<file path="src/rtl/fpd_pkg.sv">
`timescale 1ns/1ps
package fpd_pkg;
  typedef enum logic [1:0] {
    VERD_EVEN   = 2'd0,
    VERD_ODD    = 2'd1,
    VERD_UNSURE = 2'd2
  } verdict_e;
endpackage

</file>
<file path="src/rtl/fpd_edge_gate.sv">
`timescale 1ns/1ps
// Sync leading-edge detection, edge acceptance and line-phase counter.
module fpd_edge_gate #(
  parameter int CNT_W     = 12,
  parameter int TOL_SHIFT = 3
) (
  input  logic             clk_i,
  input  logic             rst_ni,
  input  logic             csync_i,
  input  logic             locked_i,
  input  logic [CNT_W-1:0] period_i,
  output logic             accept_o,
  output logic             ref_valid_o,
  output logic             spacing_vld_o,
  output logic [CNT_W-1:0] gap_o
);
  localparam logic [CNT_W-1:0] GAP_MAX = '1;
  localparam logic [CNT_W-1:0] GAP_ONE = CNT_W'(1);

  logic             csync_q;
  logic             ref_valid_q;
  logic [CNT_W-1:0] gap_q;
  logic             lead;
  logic [CNT_W-1:0] min_gap;

  assign lead    = csync_q & ~csync_i;
  assign min_gap = period_i - (period_i >> TOL_SHIFT);
  // before lock every edge restarts the reference; after lock only long gaps
  assign accept_o = lead & (~locked_i | ~ref_valid_q | (gap_q >= min_gap));

  always_ff @(posedge clk_i or negedge rst_ni) begin
    if (!rst_ni) begin
      csync_q     <= 1'b1;
      ref_valid_q <= 1'b0;
      gap_q       <= GAP_MAX;
    end else begin
      csync_q <= csync_i;
      if (accept_o) begin
        ref_valid_q <= 1'b1;
        gap_q       <= GAP_ONE;
      end else if (gap_q != GAP_MAX) begin
        gap_q <= gap_q + GAP_ONE;
      end
    end
  end

  assign ref_valid_o   = ref_valid_q;
  assign spacing_vld_o = accept_o & ref_valid_q;
  assign gap_o         = gap_q;
endmodule

</file>
<file path="src/rtl/fpd_period_learn.sv">
`timescale 1ns/1ps
// Learns the line period as the mean of consecutive matching spacings.
module fpd_period_learn #(
  parameter int CNT_W     = 12,
  parameter int AVG_LOG2  = 2,
  parameter int TOL_SHIFT = 3
) (
  input  logic             clk_i,
  input  logic             rst_ni,
  input  logic             spacing_vld_i,
  input  logic [CNT_W-1:0] spacing_i,
  output logic             locked_o,
  output logic [CNT_W-1:0] period_o
);
  localparam int              N_AVG = 1 << AVG_LOG2;
  localparam int              SUM_W = CNT_W + AVG_LOG2;
  localparam int              RUN_W = AVG_LOG2 + 1;
  localparam logic [RUN_W-1:0] RUN_FULL = RUN_W'(N_AVG);
  localparam logic [RUN_W-1:0] RUN_ONE  = RUN_W'(1);

  logic [CNT_W-1:0] run_ref_q;
  logic [SUM_W-1:0] run_sum_q;
  logic [RUN_W-1:0] run_cnt_q;
  logic             locked_q;
  logic [CNT_W-1:0] period_q;

  logic [CNT_W-1:0] diff;
  logic             match;
  logic             start_new;
  logic [SUM_W-1:0] nxt_sum;
  logic [RUN_W-1:0] nxt_cnt;
  logic [SUM_W-1:0] spacing_ext;

  assign spacing_ext = {{AVG_LOG2{1'b0}}, spacing_i};

  always_comb begin
    diff      = (spacing_i > run_ref_q) ? (spacing_i - run_ref_q) : (run_ref_q - spacing_i);
    match     = (diff <= (run_ref_q >> TOL_SHIFT));
    start_new = (run_cnt_q == '0) | ~match;
    nxt_sum   = start_new ? spacing_ext : (run_sum_q + spacing_ext);
    nxt_cnt   = start_new ? RUN_ONE : (run_cnt_q + RUN_ONE);
  end

  always_ff @(posedge clk_i or negedge rst_ni) begin
    if (!rst_ni) begin
      run_ref_q <= '0;
      run_sum_q <= '0;
      run_cnt_q <= '0;
      locked_q  <= 1'b0;
      period_q  <= '0;
    end else if (spacing_vld_i && !locked_q) begin
      if (start_new) run_ref_q <= spacing_i;
      run_sum_q <= nxt_sum;
      run_cnt_q <= nxt_cnt;
      if (nxt_cnt == RUN_FULL) begin
        locked_q <= 1'b1;
        period_q <= nxt_sum[SUM_W-1:AVG_LOG2];
      end
    end
  end

  assign locked_o = locked_q;
  assign period_o = period_q;
endmodule

</file>
<file path="src/rtl/fpd_parity_judge.sv">
`timescale 1ns/1ps
// Classifies the vertical-start phase and updates the field output.
module fpd_parity_judge
  import fpd_pkg::*;
#(
  parameter int CNT_W     = 12,
  parameter int TOL_SHIFT = 3
) (
  input  logic             clk_i,
  input  logic             rst_ni,
  input  logic             vstart_i,
  input  logic             accept_i,
  input  logic             ref_valid_i,
  input  logic [CNT_W-1:0] gap_i,
  input  logic             locked_i,
  input  logic [CNT_W-1:0] period_i,
  output verdict_e         verdict_o,
  output logic             field_odd_o
);
  logic [CNT_W-1:0] phase;
  logic [CNT_W-1:0] tol;
  logic [CNT_W-1:0] half;
  logic [CNT_W-1:0] dist_half;
  logic             field_q;

  always_comb begin
    phase     = accept_i ? '0 : gap_i;
    tol       = period_i >> TOL_SHIFT;
    half      = period_i >> 1;
    dist_half = (phase > half) ? (phase - half) : (half - phase);
    if (!locked_i || !(ref_valid_i || accept_i))
      verdict_o = VERD_UNSURE;
    else if (phase <= tol || phase >= (period_i - tol))
      verdict_o = VERD_ODD;
    else if (dist_half <= tol)
      verdict_o = VERD_EVEN;
    else
      verdict_o = VERD_UNSURE;
  end

  always_ff @(posedge clk_i or negedge rst_ni) begin
    if (!rst_ni) begin
      field_q <= 1'b0;
    end else if (vstart_i) begin
      unique case (verdict_o)
        VERD_ODD:  field_q <= 1'b1;
        VERD_EVEN: field_q <= 1'b0;
        default:   field_q <= ~field_q;
      endcase
    end
  end

  assign field_odd_o = field_q;
endmodule

</file>
<file path="src/rtl/field_parity_top.sv">
`timescale 1ns/1ps
module field_parity_top #(
  parameter int CNT_W     = 12,
  parameter int AVG_LOG2  = 2,
  parameter int TOL_SHIFT = 3
) (
  input  logic clk_i,
  input  logic rst_ni,
  input  logic csync_i,
  input  logic vstart_i,
  output logic field_odd_o
);
  import fpd_pkg::*;

  logic             accept;
  logic             ref_valid;
  logic             spacing_vld;
  logic [CNT_W-1:0] gap;
  logic             locked;
  logic [CNT_W-1:0] period;
  verdict_e         verdict;

  fpd_edge_gate #(.CNT_W(CNT_W), .TOL_SHIFT(TOL_SHIFT)) u_edge (
    .clk_i        (clk_i),
    .rst_ni       (rst_ni),
    .csync_i      (csync_i),
    .locked_i     (locked),
    .period_i     (period),
    .accept_o     (accept),
    .ref_valid_o  (ref_valid),
    .spacing_vld_o(spacing_vld),
    .gap_o        (gap)
  );

  fpd_period_learn #(.CNT_W(CNT_W), .AVG_LOG2(AVG_LOG2), .TOL_SHIFT(TOL_SHIFT)) u_learn (
    .clk_i        (clk_i),
    .rst_ni       (rst_ni),
    .spacing_vld_i(spacing_vld),
    .spacing_i    (gap),
    .locked_o     (locked),
    .period_o     (period)
  );

  fpd_parity_judge #(.CNT_W(CNT_W), .TOL_SHIFT(TOL_SHIFT)) u_judge (
    .clk_i      (clk_i),
    .rst_ni     (rst_ni),
    .vstart_i   (vstart_i),
    .accept_i   (accept),
    .ref_valid_i(ref_valid),
    .gap_i      (gap),
    .locked_i   (locked),
    .period_i   (period),
    .verdict_o  (verdict),
    .field_odd_o(field_odd_o)
  );
endmodule

</file>
<file path="config.mk">
export PLATFORM = sky130hd
export DESIGN_NAME = field_parity_top
export DESIGN_NICKNAME = d
export VERILOG_FILES = /design/src/rtl/fpd_pkg.sv /design/src/rtl/fpd_edge_gate.sv /design/src/rtl/fpd_period_learn.sv /design/src/rtl/fpd_parity_judge.sv /design/src/rtl/field_parity_top.sv
export SDC_FILE = /design/constraint.sdc
export NUM_CORES = 1
export LEC_CHECK = 0
export BUFFER_PORTS_ARGS = -buffer_cell sky130_fd_sc_hd__buf_2
export CORE_MARGIN = 5
export CORE_UTILIZATION = 45
export DETAILED_ROUTE_END_ITERATION = 16
export PLACE_DENSITY = 0.71
export SYNTH_ARGS = -nofsm -noshare
export SYNTH_HDL_FRONTEND = slang
export SYNTH_SLANG_ARGS = --single-unit
</file>
<file path="constraint.sdc">
create_clock -name clk_i -period 13.6 [get_ports clk_i]
set_input_delay 0 -clock clk_i [delete_from_list [all_inputs] [get_ports clk_i]]
set_output_delay 0 -clock clk_i [all_outputs]
set_load 0.02 [all_outputs]
</file>
; Yosys cells after proc, flatten, opt, wreduce, memory -nomap -nowiden
; Index checks and enable logic that the tools add are counted.
[word_totals]
reg_bits = 57
output_inout_bits = 1
word_cells = 60
in_bits = 4
[classes]
n_lt_le_gt_ge = 7
addsub = 8
n_eq_ne = 3
reduce_logical = 11
n_bitwise = 11
n_mux = 11
[op_table]
columns = operator, count
row1 = 12-bit two-way mux, 5
row2 = 12-bit by 9-bit <= comparator with 1-bit output, 3
row3 = 12-bit >= comparator, 2
row4 = 12-bit subtractor, 2
row5 = 14-bit by 12-bit adder with 14-bit output, 1
row6 = 14-bit two-way mux, 1
row7 = "12-bit by 1-bit adder with 12-bit output, second input constant", 1
row8 = 12-bit by 11-bit > comparator with 1-bit output, 1
row9 = 12-bit > comparator, 1
row10 = "12-bit != test, second input constant", 1
row11 = 11-bit by 12-bit subtractor with 12-bit output, 1
row12 = 12-bit by 11-bit subtractor with 12-bit output, 1
row13 = 12-bit by 9-bit subtractor with 12-bit output, 1
row14 = 2-bit two-way mux, 3
row15 = 1-bit inverter, 5
row16 = 2-bit AND reduction, 2
row17 = "3-bit by 1-bit adder with 3-bit output, second input constant", 1
row18 = 1-bit bitwise AND, 3
row19 = "3-bit == test, second input constant", 1
row20 = 3-bit logical NOT, 1
row21 = 1-bit logical OR, 3
row22 = 3-bit two-way mux, 1
row23 = 1-bit bitwise OR, 3
row24 = "2-bit by 1-bit == test with 1-bit output, second input constant", 1
row25 = other kinds (5), 6

; Longest topological paths before layout
; Gate-level depths: netlist of the first run.
[logic_depth]
ltp_word = 13
ltp_mapped = 43
ltp_nobuf = 41

; Hierarchy
; A second synthesis of the first run with hierarchy kept.
[hier_totals]
hier_cells = 908
area_unflattened_um2 = 7409.6
[by_module_without_submodules]
columns = mod, area_each_um2, n_inst, cells_per_inst, seq_area_each_um2
row1 = fpd_period_learn, 3618.5, 1, 418, 1051.0
row2 = fpd_parity_judge, 2377.3, 1, 324, 25.0
row3 = fpd_edge_gate, 1413.9, 1, 166, 366.6

; Worst setup path before layout of the first run
; Ideal clock, no wire load.
[synth_path]
kind = register -> register
start = register u_learn.period_q[3] (netlist: u_learn.period_o[3])
end = register u_judge.field_q (netlist: u_judge.field_odd_o)
slack_ps = 5487
path_stages_with_launch = 43
setup_ps = 119
path_buffers = 3
required_time_ps = 13481
synth_period_minus_slack_ps = 8113
arrival_ps = 7994
cell_sequence = dfrtp_1 ha_1 inv_1 fa_1 a21o_1 a21oi_1 o21bai_1 a21oi_1 nor2b_1 o21a_1 o21ai_0 nand2_1 xnor2_1 ha_1 a211oi_1 inv_1 a2111o_1 o22ai_1 [... 7 more ...] a221oi_1 o21ai_0 o41ai_1 o21bai_1 o31a_1 clkbuf_1 mux2_2 ha_1 nor2b_1 o21a_1 o21a_1 o21ai_0 nand2b_1 a21oi_1 o21ai_0 a21oi_1 o2111ai_1 a21bo_1
[synth_between]
elab_chain_cells = 13
elab_cells_between_ends = 22
cone_classes = add/sub (3) / order compare (5) / eq/ne (1) / mux (6) / bitwise (2) / reduce/logical (5)
[synth_rtl]
columns = element, line
row1 = "start, declared", fpd_period_learn.sv:25  ; logic [CNT_W-1:0] period_q;
row2 = "start signal, assigned", fpd_period_learn.sv:57  ; period_q <= nxt_sum[SUM_W-1:AVG_LOG2];
row3 = 12-bit by 9-bit subtractor with 12-bit output, "fpd_edge_gate.sv:27, fpd_parity_judge.sv:33"
row4 = 12-bit >= comparator, fpd_edge_gate.sv:29  ; assign accept_o = lead & (~locked_i | ~ref_valid_q | (gap_q >= min_gap));
row5 = 1-bit bitwise OR, fpd_edge_gate.sv:29
row6 = 1-bit bitwise AND, fpd_edge_gate.sv:29
row7 = 12-bit two-way mux, fpd_parity_judge.sv:27  ; phase = accept_i ? '0 : gap_i;
row8 = "11-bit by 12-bit subtractor with 12-bit output, or another cell as far along", fpd_parity_judge.sv:30  ; dist_half = (phase > half) ? (phase - half) : (half - phase);
row9 = 12-bit two-way mux, fpd_parity_judge.sv:30
row10 = 12-bit by 9-bit <= comparator with 1-bit output, fpd_parity_judge.sv:35  ; else if (dist_half <= tol)
row11 = 2-bit two-way mux, fpd_parity_judge.sv:35
row12 = 2-bit two-way mux, fpd_parity_judge.sv:33  ; else if (phase <= tol || phase >= (period_i - tol))
row13 = 2-bit two-way mux *, fpd_parity_judge.sv:31  ; if (!locked_i || !(ref_valid_i || accept_i))
row14 = 2-bit by 1-bit == test with 1-bit output or 2-bit logical NOT (tied branches), fpd_parity_judge.sv:45  ; unique case (verdict_o)
row15 = 1-bit case mux with 2 select lines *, fpd_parity_judge.sv:45
row16 = "end signal, assigned", fpd_parity_judge.sv:48  ; default: field_q <= ~field_q;
row17 = "end, declared", fpd_parity_judge.sv:24  ; logic field_q;
; Mark *: on every way between the ends. The rest lies on a longest branch, timed or not.
; A chain may end at the register's enable or synchronous reset.

; Final worst setup path of the first run
; Ends and elaborated chain as after synthesis.

==> results.md, run 1 <==
- Status: finished clean
- CP max FO: 14
- Synth warnings: 0
- Fmax: 108 MHz
- Req. time, crit path: 13810 ps
- Synthesis-stage register bit count: 57
- Clock latency on the worst-skew pair: 330 ps
- Total gr overflow: 0
- Die width: 133 um
- Arrival @ worst endpoint: 9500 ps
- Hold Fails Final Rpt: 0
- Min Tclk post-route: 9290 ps
- Via density: 5.80
- Average cell area after synthesis: 8.19 um2
- Die Ht: 133 um
- Sequential Area: 0.00144 mm2
- Pwr/cell area: 253 mW/mm2
- Skew final: 7.24 ps
- Leak Pwr: 0.00356 uW
- Most common cell after layout, fill and taps aside: ha_1
- Max VDD drop: 0.109 mV
- Drc violations: 0
- Clock tree buffer depth: 2
- Initial Util: 46.1%
- CP max-delay cell: o31a_1
- Final ANT Viol Nets: 0
- CTS root buf: clkbuf_16
- Fin nets: 945
- RSZ-0062 raised after global routing: false
- Core area: 0.0146 mm2
- Post-Synthesis Cells: 825
- P&R area growth vs syn: 7.57%
- Post-CTS Setup Inserts: 0
- Drt pass-1 iters: 5
- Clock power share: 13.7%
- Met1 wire length: 8140 um
- Ports: 5
- Number of global-route vias before repair: 5566
- Most frequent cells in the layout: ha_1, nand2_1, inv_1
- Drt wl/cell: 16.7 um
- Initial DRC Count: 358
- Largest net degree at the start of global routing: 58
- Crit path capture type: flop
- DR top layer: met4
- Switch share: 49.5%
- Die Area: 0.0176 mm2
- Port-buffer cells: 4
- Post-synth top area share: 21.8%
- Fill count: 1399
- Setup violators final: 0
- Initial antenna violation count: 0
- EDFF count, synth: 0
- Final slew viol count: 0
- Clock sink total: 57
- Tot GR Track Use: 18.9%
- CTS Hold Buffers Added: 2
- Multi-input logic area: 0.00493 mm2
- Post-Syn Area: 0.00676 mm2
- Kind of critical path: flop to flop
- Overall power: 1840 uW
- Max_cap viols: 0
- Detail Placement HPWL: 13000 um
- Vias: 5831
- Worst-Margin Slew: 927 ps
- Flop pwr share: 13.5%
- Register clock-pin slew on the reported worst setup and hold paths: 50 ps
- Routed Wire Length: 16800 um
- Crit share post-route: 68.3%
- First-pass GRT wire length: 28000 um
- Yosys cell types: 64
- Critical Path Source Type: flop
- Placed cells: 988
- Post-synthesis sequential area ratio: 21.3%
- Total net switching power: 911 uW
- CTS tree: yes
- Internal power: 931 uW
- Routability congestion estimate: 0.896
- N_diodes: 0
- Slowest cell delay on critical path: 620 ps
- Syn Nets: 953
- Min-Delay Path Class: primary input to flop
- Htree depth: 3
- WL met3: 597 um
- Predominant post-synthesis flop cell: dfrtp_1
- Number of cell rows: 44
- Synth area leaders: ha_1, dfrtp_1, dfstp_2
- Num CTS Buffers: 9
- Asr flop ratio synth: 100%
- Headroom to the max-slew limit: 37.9%
- Gate power share: 72.8%
- Final std cells w/o fill: 1006
- Layout cells sized above 1: 6.45%
- Largest area contributor in the netlist: ha_1
- Routed wl met2: 7810 um
- CTS resizes: 0
- Setup_tns: 0 ps
==> Yosys cell counts (all sizes together) (6+ instances only) <==
library cell / number
mux2: 6
xor2: 21
nor2: 49
o21a: 10
o21ai: 58
fa: 6
ha: 118
a21oi: 54
dfrtp: 44
nor2b: 10
clkbuf: 19
nand3: 21
and2: 6
o211ai: 7
buf: 9
mux2i: 13
nand2b: 12
dfstp: 13
a31oi: 6
xnor2: 28
a211oi: 12
inv: 73
nand2: 91
nor3: 19
o22ai: 15
a21o: 38
nand4: 12
==> layer usage <==
metal	up-vias	track usage, %
met5	-	0
met4	0	3.98
met3	20	2.77
met2	115	30.5
met1	2767	26.9
li1	2929	-
==> layout make-up <==
type	instances	share of cell area [%]
clock inverters	4	1.03
flip-flops and latches	57	19.8
multi-input cells	667	67.8
well taps	184	3.17
clock buffers	12	3.53
repair buffers	9	0.861
inverters	73	3.77
==> path summary, 6_finish.rpt <==
path                                 startpoint                   end  slack (ps)  depth (start not counted)
setup / recovery            u_learn.period_o[3]   u_judge.field_odd_o        4310                         39
hold / removal                         vstart_i   u_judge.field_odd_o         100                          3
setup reg to reg            u_learn.period_o[3]   u_judge.field_odd_o        4310                         39
hold reg to reg            u_learn.run_sum_q[7]  u_learn.run_sum_q[7]         480                          1
max in group asynchronous                rst_ni  u_learn.run_ref_q[5]       12740                          3
min in group asynchronous                rst_ni  u_learn.run_cnt_q[2]         370                          3
==> worst max-delay path: cells and delay by family (launching register included) <==
kind	cells	cell delay [ps]
muxes	1	420
and+or+nand+nor	6	950
buffers and inverters	3	300
adders and majority gates	5	1410
xor gates and xnor gates	1	160
DFF	1	460
AOI/OAI and AO/OA	23	5480
==> flip-flops by register name (all words and copies together), names as in the netlist <==
| register | count |
|---|---|
| u_learn.period_o | 12 |
| u_learn.run_sum_q | 14 |
| u_learn.run_ref_q | 12 |
| u_learn.locked_o | 1 |
| u_learn.run_cnt_q | 3 |
| u_edge.csync_q | 1 |
| u_edge.ref_valid_o | 1 |
| u_edge.gap_o | 12 |
| u_judge.field_odd_o | 1 |
==> stage by stage <==
step / hold slack, ps / utilization, % / setup WS, ps / cell area (um2)
floorplan: -296 / - / 5490 / 6760
global placement: 112 / 47.2 / 4830 / 6920
detailed placement: 114 / 47.2 / 4520 / 6920
CTS: 93.1 / 49.6 / 4450 / 7270
global route: 134 / 49.6 / 3660 / 7270
finish: 98.0 / 49.6 / 4310 / 7270
==> power groups by stage <==
stage                     registers, uW  logic [uW]  clock network [uW]
after floorplan                     239        1040                   0
after global placement              251        1280                   0
after detailed placement            252        1310                   0
after CTS                           249        1320                 255
after global routing                255        1480                 264
final                               249        1340                 252
==> cell families (layout without fill, tap and decap cells) <==
kind of cell | count (synthesis) | count (layout) | synth area share, %
AO/OA/AOI/OAI | 238 | 238 | 23.2
AND/OR/NAND/NOR | 237 | 237 | 16.7
adder cells (fa/ha/maj) | 124 | 124 | 23.6
buffers and inverters | 101 | 98 | 5.80
flip-flops | 57 | 57 | 21.3
XOR/XNOR | 49 | 49 | 6.35
multiplexers | 19 | 19 | 2.93
Power figures use the tool's default switching activity.
==> run 2: changes to the inputs <==
--- a/config.mk
+++ b/config.mk
@@ -9,7 +9,7 @@
 export CORE_MARGIN = 5
 export CORE_UTILIZATION = 45
 export DETAILED_ROUTE_END_ITERATION = 16
-export PLACE_DENSITY = 0.71
+export PLACE_DENSITY = 0.73
 export SYNTH_ARGS = -nofsm -noshare
 export SYNTH_HDL_FRONTEND = slang
 export SYNTH_SLANG_ARGS = --single-unit
==> constraint.sdc (replaced) <==
create_clock -name clk_i -period 8.4 [get_ports clk_i]
set_input_delay 0 -clock clk_i [delete_from_list [all_inputs] [get_ports clk_i]]
set_output_delay 0 -clock clk_i [all_outputs]
set_load 0.02 [all_outputs]
==> run 2 against run 1 <==
Effect of this change:
- flip-flop and latch count did not move
- critical path depth rose by 1
- wire length rose by 1.0%
- register-to-register slack got worse by 3800 ps
- first-iteration DRC count rose by 11%
- maximum frequency rose by 18%
- combinational power rose by 66%
- critical endpoint unchanged
- largest cell class unchanged
- highest routed layer unchanged
==> results.md, run 2 (same netlist as run 1, synthesis figures left out) <==
- Skew final: 8.32 ps (+1.08 ps)
- Fin nets: 958 (+1.4%)
- Crit path capture type: flop
- Leak Pwr: 0.00360 uW (+1.2%)
- Routed Wire Length: 16900 um (+1.0%)
- CTS tree: yes
- Max_cap viols: 0 (unchanged)
- Initial DRC Count: 399 (+11%)
- Clock sink total: 57 (unchanged)
- Arrival @ worst endpoint: 8100 ps (-1400 ps)
- Layout cells sized above 1: 8.86% (+2.4 points)
- Slowest cell delay on critical path: 400 ps (-220 ps)
- Initial Util: 46.1% (unchanged)
- Vias: 5852 (+0.36%)
- Hold Crit Start: vstart_i
- Most frequent cells in the layout: ha_1, nand2_1, inv_1
- Largest register FFs: 14 (unchanged)
- Crit share post-route: 93.9% (+26 points)
- Final ANT Viol Nets: 0 (unchanged)
- Min Tclk post-route: 7880 ps (-1400 ps)
- Total gr overflow: 0 (unchanged)
- Hold path cells: 3 (unchanged)
- Die Area: 0.0176 mm2 (unchanged)
- Status: finished clean
- Die Ht: 133 um (unchanged)
- Clock latency on the worst-skew pair: 330 ps (about the same)
- R2R depth: 40 (+2.6%)
- Number of global-route vias before repair: 5593 (+0.49%)
- Core area: 0.0146 mm2 (unchanged)
- Clock tree buffer depth: 2 (unchanged)
- Max VDD drop: 0.214 mV (+97%)
- Final core utilization: 50.2% (+0.54 points)
- Drt pass-1 iters: 6 (+1)
- Detail Placement HPWL: 13100 um (+0.89%)
- Pwr/cell area: 403 mW/mm2 (+59%)
- Critical path origin: u_learn.period_o[0]
- Hold Fails Final Rpt: 0 (unchanged)
- CP max-delay cell: fa_1
- Min-Delay Path Class: primary input to flop
- Most common cell after layout, fill and taps aside: ha_1
- DP Area: 0.00701 mm2 (+1.3%)
- Drt wl/cell: 16.6 um (-0.27%)
- First-pass GRT wire length: 28400 um (+1.3%)
- N_diodes: 0 (unchanged)
- Htree depth: 3 (unchanged)
- Num CTS Buffers: 9 (unchanged)
- Ports: 5 (unchanged)
- Worst reg2reg startpoint: u_learn.period_o[0]
- Largest Register: u_learn.run_sum_q
- Fmax: 127 MHz (+18%)
- Largest net degree at the start of global routing: 58 (unchanged)
- CTS root buf: clkbuf_16
- Final instance area: 0.00735 mm2 (+1.1%)
- Tot GR Track Use: 19.3% (+0.44 points)
- Die width: 133 um (unchanged)
- Kind of critical path: flop to flop
- Final slew viol count: 0 (unchanged)
- Headroom to the max-slew limit: 37.6% (-0.38 points)
- Port-buffer cells: 4 (unchanged)
- Worst hold endpoint: u_judge.field_odd_o
- CP max FO: 8 (-6)
- Final std cells w/o fill: 1019 (+1.3%)
- Placed cells: 1000 (+1.2%)
- Critical Path Source Type: flop
- Register clock-pin slew on the reported worst setup and hold paths: 50 ps (about the same)
- Via density: 5.74 (-0.92%)
- Req. time, crit path: 8620 ps (-5190 ps)
- Drc violations: 0 (unchanged)
- Setup violators final: 0 (unchanged)
- Number of cell rows: 44 (unchanged)
- Worst-Margin Slew: 933 ps (+5.62 ps)
- P&R area growth vs syn: 8.74%
- Initial antenna violation count: 0 (unchanged)
- Reg-to-reg endpoint: u_judge.field_odd_o
- Setup slack, reg-to-reg: 520 ps (-3800 ps)
- Routability congestion estimate: 0.912 (+1.9%)
==> run 2: cell types whose count changed in the layout (fill, tap and decap cells not counted), sizes merged <==
cell	previous run	this run
clkinv	0	4
bufinv	2	0
clkbuf	12	10
buf	7	20
==> run 2: per-stage QoR <==
| step | hold slack, ps | setup slack (ps) | setup TNS (ps) | total power [uW] |
|---|---|---|---|---|
| floorplan | -296 | 287 | 0 | 2060 |
| global placement | 116 | 283 | 0 | 2530 |
| detailed placement | 113 | 32.1 | 0 | 2560 |
| CTS | 79.7 | 101 | 0 | 2920 |
| global route | 114 | -7.63 | -7.63 | 3270 |
| finish | 81.1 | 517 | 0 | 2960 |
==> run 2: layer usage <==
layer  share of wire, %  global-route usage (%)  vias to the layer above
li1                   -                       -                     2955
met1                 48                    27.6                     2709
met2                 45                    30.8                      164
met3                4.9                    2.47                       24
met4                1.6                    5.25                        0
met5                  0                       0                        -
==> run 2: layout make-up <==
cell class / count / area, um2
Clock buffer: 10 / 229
Clock inverter: 6 / 35.0
Fill cell: 1380 / 7300
Inverter: 73 / 274
Multi-Input combinational cell: 667 / 4980
Sequential cell: 57 / 1440
Tap cell: 184 / 230
Timing Repair Buffer: 22 / 160
==> run 2: worst max path at each step <==
stage,end,slack [ps],depth (start not counted)
5_1_grt,u_judge.field_odd_o,-8,41
4_1_cts,u_judge.field_odd_o,100,39
6_report,u_judge.field_odd_o,520,40
3_5_place_dp,u_judge.field_odd_o,30,39
3_3_place_gp,u_judge.field_odd_o,280,39
2_1_floorplan,u_judge.field_odd_o,290,42
==> run 2: critical path: cells and delay by family, from the launching register on <==
family          cells  cell delay [ps]
compound gates     23             4330
simple gates        6              640
flops               1              370
xor+xnor            1              230
buf+inv             3              190
mux                 1              370
fa+ha+maj           6             1650
==> run 2: where the power goes <==
part / leakage (uW) / internal [uW] / switching, uW
Combinational: 0.00280 / 928 / 1300
Clock: 0.000128 / 197 / 127
Sequential: 0.000670 / 335 / 69.9
==> run 2: repair_timing <==
action,CTS,global route
endpoints found under the hold margin,45,0
pin swaps,0,1
endpoints found under the setup margin,1,1
resized for setup,1,11
hold buffers,2,0
buffers inserted,0,1
==> run 3: changes to the inputs <==
--- a/config.mk
+++ b/config.mk
@@ -6,10 +6,11 @@
 export NUM_CORES = 1
 export LEC_CHECK = 0
 export BUFFER_PORTS_ARGS = -buffer_cell sky130_fd_sc_hd__buf_2
+export CORE_ASPECT_RATIO = 0.5
 export CORE_MARGIN = 5
-export CORE_UTILIZATION = 45
+export CORE_UTILIZATION = 59
 export DETAILED_ROUTE_END_ITERATION = 16
-export PLACE_DENSITY = 0.73
+export PLACE_DENSITY = 0.89
 export SYNTH_ARGS = -nofsm -noshare
 export SYNTH_HDL_FRONTEND = slang
 export SYNTH_SLANG_ARGS = --single-unit
==> run 3 against run 2 <==
Effect of this change:
- sequential share of layout area barely moved
- global-route usage rose by 7.9 points
- wire length rose by 13%
- clock skew rose by 2.3 ps
- die area fell by 21%
- cell count fell by 3.6%
- critical endpoint unchanged
- largest cell class unchanged
==> results.md, run 3 (same netlist as run 1, synthesis figures left out) <==
- Ports: 5 (unchanged)
- Max VDD drop: 0.231 mV (+7.8%)
- Setup violators final: 0 (unchanged)
- Status: finished clean
- R2R depth: 39 (-2.5%)
- Number of global-route vias before repair: 6417 (+15%)
- Skew final: 10.6 ps (+2.30 ps)
- Number of cell rows: 27 (-39%)
- Htree depth: 3 (unchanged)
- Drt pass-1 iters: 7 (+1)
- Hold Fails Final Rpt: 0 (unchanged)
- Critical Path Source Type: flop
- Die width: 161 um (+22%)
- Final slew viol count: 0 (unchanged)
- Leak Pwr: 0.00365 uW (+1.3%)
- Die Area: 0.0138 mm2 (-21%)
- Crit path capture type: flop
- Req. time, crit path: 8630 ps (about the same)
- Largest Register: u_learn.run_sum_q
- Clock sink total: 57 (unchanged)
- Final std cells w/o fill: 982 (-3.6%)
- Crit share post-route: 95.7% (+1.9 points)
- Hold path cells: 3 (unchanged)
- Clock tree buffer depth: 2 (unchanged)
- Overall power: 3120 uW (+5.2%)
- Fin nets: 960 (+0.21%)
- Layout cells sized above 1: 8.96% (+0.098 points)
- Most common cell after layout, fill and taps aside: ha_1
- Kind of critical path: flop to flop
- CP max FO: 9 (+1)
- Min-Delay Path Class: primary input to flop
- Max_cap viols: 0 (unchanged)
- Min Tclk post-route: 8040 ps (+158 ps)
- Port-buffer cells: 4 (unchanged)
- Vias: 6511 (+11%)
- First-pass GRT wire length: 31100 um (+9.5%)
- Total gr overflow: 0 (unchanged)
- Placed cells: 958 (-4.2%)
- Routed Wire Length: 19100 um (+13%)
- Register clock-pin slew on the reported worst setup and hold paths: 60 ps (about the same)
- Slowest cell delay on critical path: 440 ps (+40 ps)
- Initial Util: 61.0% (+15 points)
- Worst-Margin Slew: 1140 ps (+207 ps)
- Die Ht: 85.7 um (-35%)
- Drt wl/cell: 19.4 um (+17%)
- Drc violations: 0 (unchanged)
- Family with the most delay on the worst path: compound AO/OA/AOI/OAI gates
- Largest register FFs: 14 (unchanged)
- CP max-delay cell: dfrtp_2
- CTS root buf: clkbuf_16
- Worst path depth: 39 (-2.5%)
- Largest net degree at the start of global routing: 58 (unchanged)
- Routability congestion estimate: 0.974 (+6.7%)
- Num CTS Buffers: 9 (unchanged)
- Headroom to the max-slew limit: 23.6% (-14 points)
- Initial DRC Count: 632 (+58%)
- Buf/Inv on CP: 3 (unchanged)
- Clock latency on the worst-skew pair: 340 ps (about the same)
- Final ANT Viol Nets: 0 (unchanged)
- N_diodes: 0 (unchanged)
- Detail Placement HPWL: 13600 um (+3.9%)
- CTS tree: yes
- Worst setup margin: 358 ps (-158 ps)
- Via density: 6.63 (+15%)
- Fmax: 124 MHz (-2.0%)
- Initial antenna violation count: 0 (unchanged)
- Core area: 0.0111 mm2 (-24%)
- Pwr/cell area: 423 mW/mm2 (+5.0%)
- P&R area growth vs syn: 9.00%
- Crit path top cell by count: a21oi_1
- Setup WS pre-CTS: 44.3 ps (+12.2 ps)
- Arrival @ worst endpoint: 8270 ps (+170 ps)
- Most frequent cells in the layout: ha_1, nand2_1, inv_1
- Tot GR Track Use: 27.3% (+7.9 points)
-- run 3: changes by cell type in the layout (fill, tap and decap cells not counted), sizes merged --
cell and change:
clkinvlp -2, bufinv +2, clkbuf +1, buf +2, clkinv -1
-- run 3: area by class of cell --
cell class / instances / area [um2]
Inverter: 73 / 274
Clock buffer: 11 / 243
Tap cell: 145 / 181
Clock inverter: 5 / 78.8
Sequential cell: 57 / 1440
Fill cell: 812 / 3710
Multi-Input combinational cell: 667 / 4970
Timing Repair Buffer: 24 / 175
-- run 3: tightest hold or removal path, stage by stage --
cell and delay [ps]:
buf_2 120, nor2b_1 180, a21bo_1 130
-- run 3: path summary, 6_finish.rpt --
check                                      start                     to  slack (ps)
max                          u_learn.period_o[3]    u_judge.field_odd_o         360
min                                     vstart_i    u_judge.field_odd_o         130
min in group asynchronous                 rst_ni    u_learn.period_o[8]         330
max in group asynchronous                 rst_ni    u_learn.period_o[3]        7500
max reg2reg                  u_learn.period_o[3]    u_judge.field_odd_o         360
min reg2reg                u_learn.run_sum_q[11]  u_learn.run_sum_q[11]         490
-- run 3: through the flow --
| stage | TNS (ps) | area [um2] | utilization (%) | hold slack, ps |
|---|---|---|---|---|
| finish | 0 | 7370 | 66.5 | 129 |
| global route | -102 | 7370 | 66.5 | 166 |
| CTS | 0 | 7280 | 65.7 | 130 |
| detailed placement | 0 | 6940 | 62.6 | 119 |
| global placement | 0 | 6940 | 62.6 | 114 |
| floorplan | 0 | 6760 | - | -296 |
-- run 3: timing repair --
| item | CTS | global route |
|---|---|---|
| gates resized for setup | 1 | 9 |
| pin swaps | 0 | 2 |
| hold endpoints to repair | 45 | 0 |
| hold buffers | 2 | 0 |
| buffers inserted | 0 | 6 |
| setup endpoints to repair | 1 | 1 |
-- run 3: power breakdown --
part / total (uW) / internal [uW] / switching (uW)
combinational: 2300 / 928 / 1380
clock: 403 / 267 / 135
sequential: 411 / 335 / 76.1
total: 3120 / 1530 / 1590
-- run 3: layer usage --
metal | share of wire [%] | track usage, % | wire length (um) | vias up
met2 | 46 | 46.3 | 8750 | 420
met1 | 41 | 33.9 | 7760 | 3048
li1 | - | - | - | 2950
met4 | 4.4 | 13.4 | 841 | 0
met3 | 9.0 | 4.80 | 1720 | 93
met5 | 0 | 0 | 0 | -
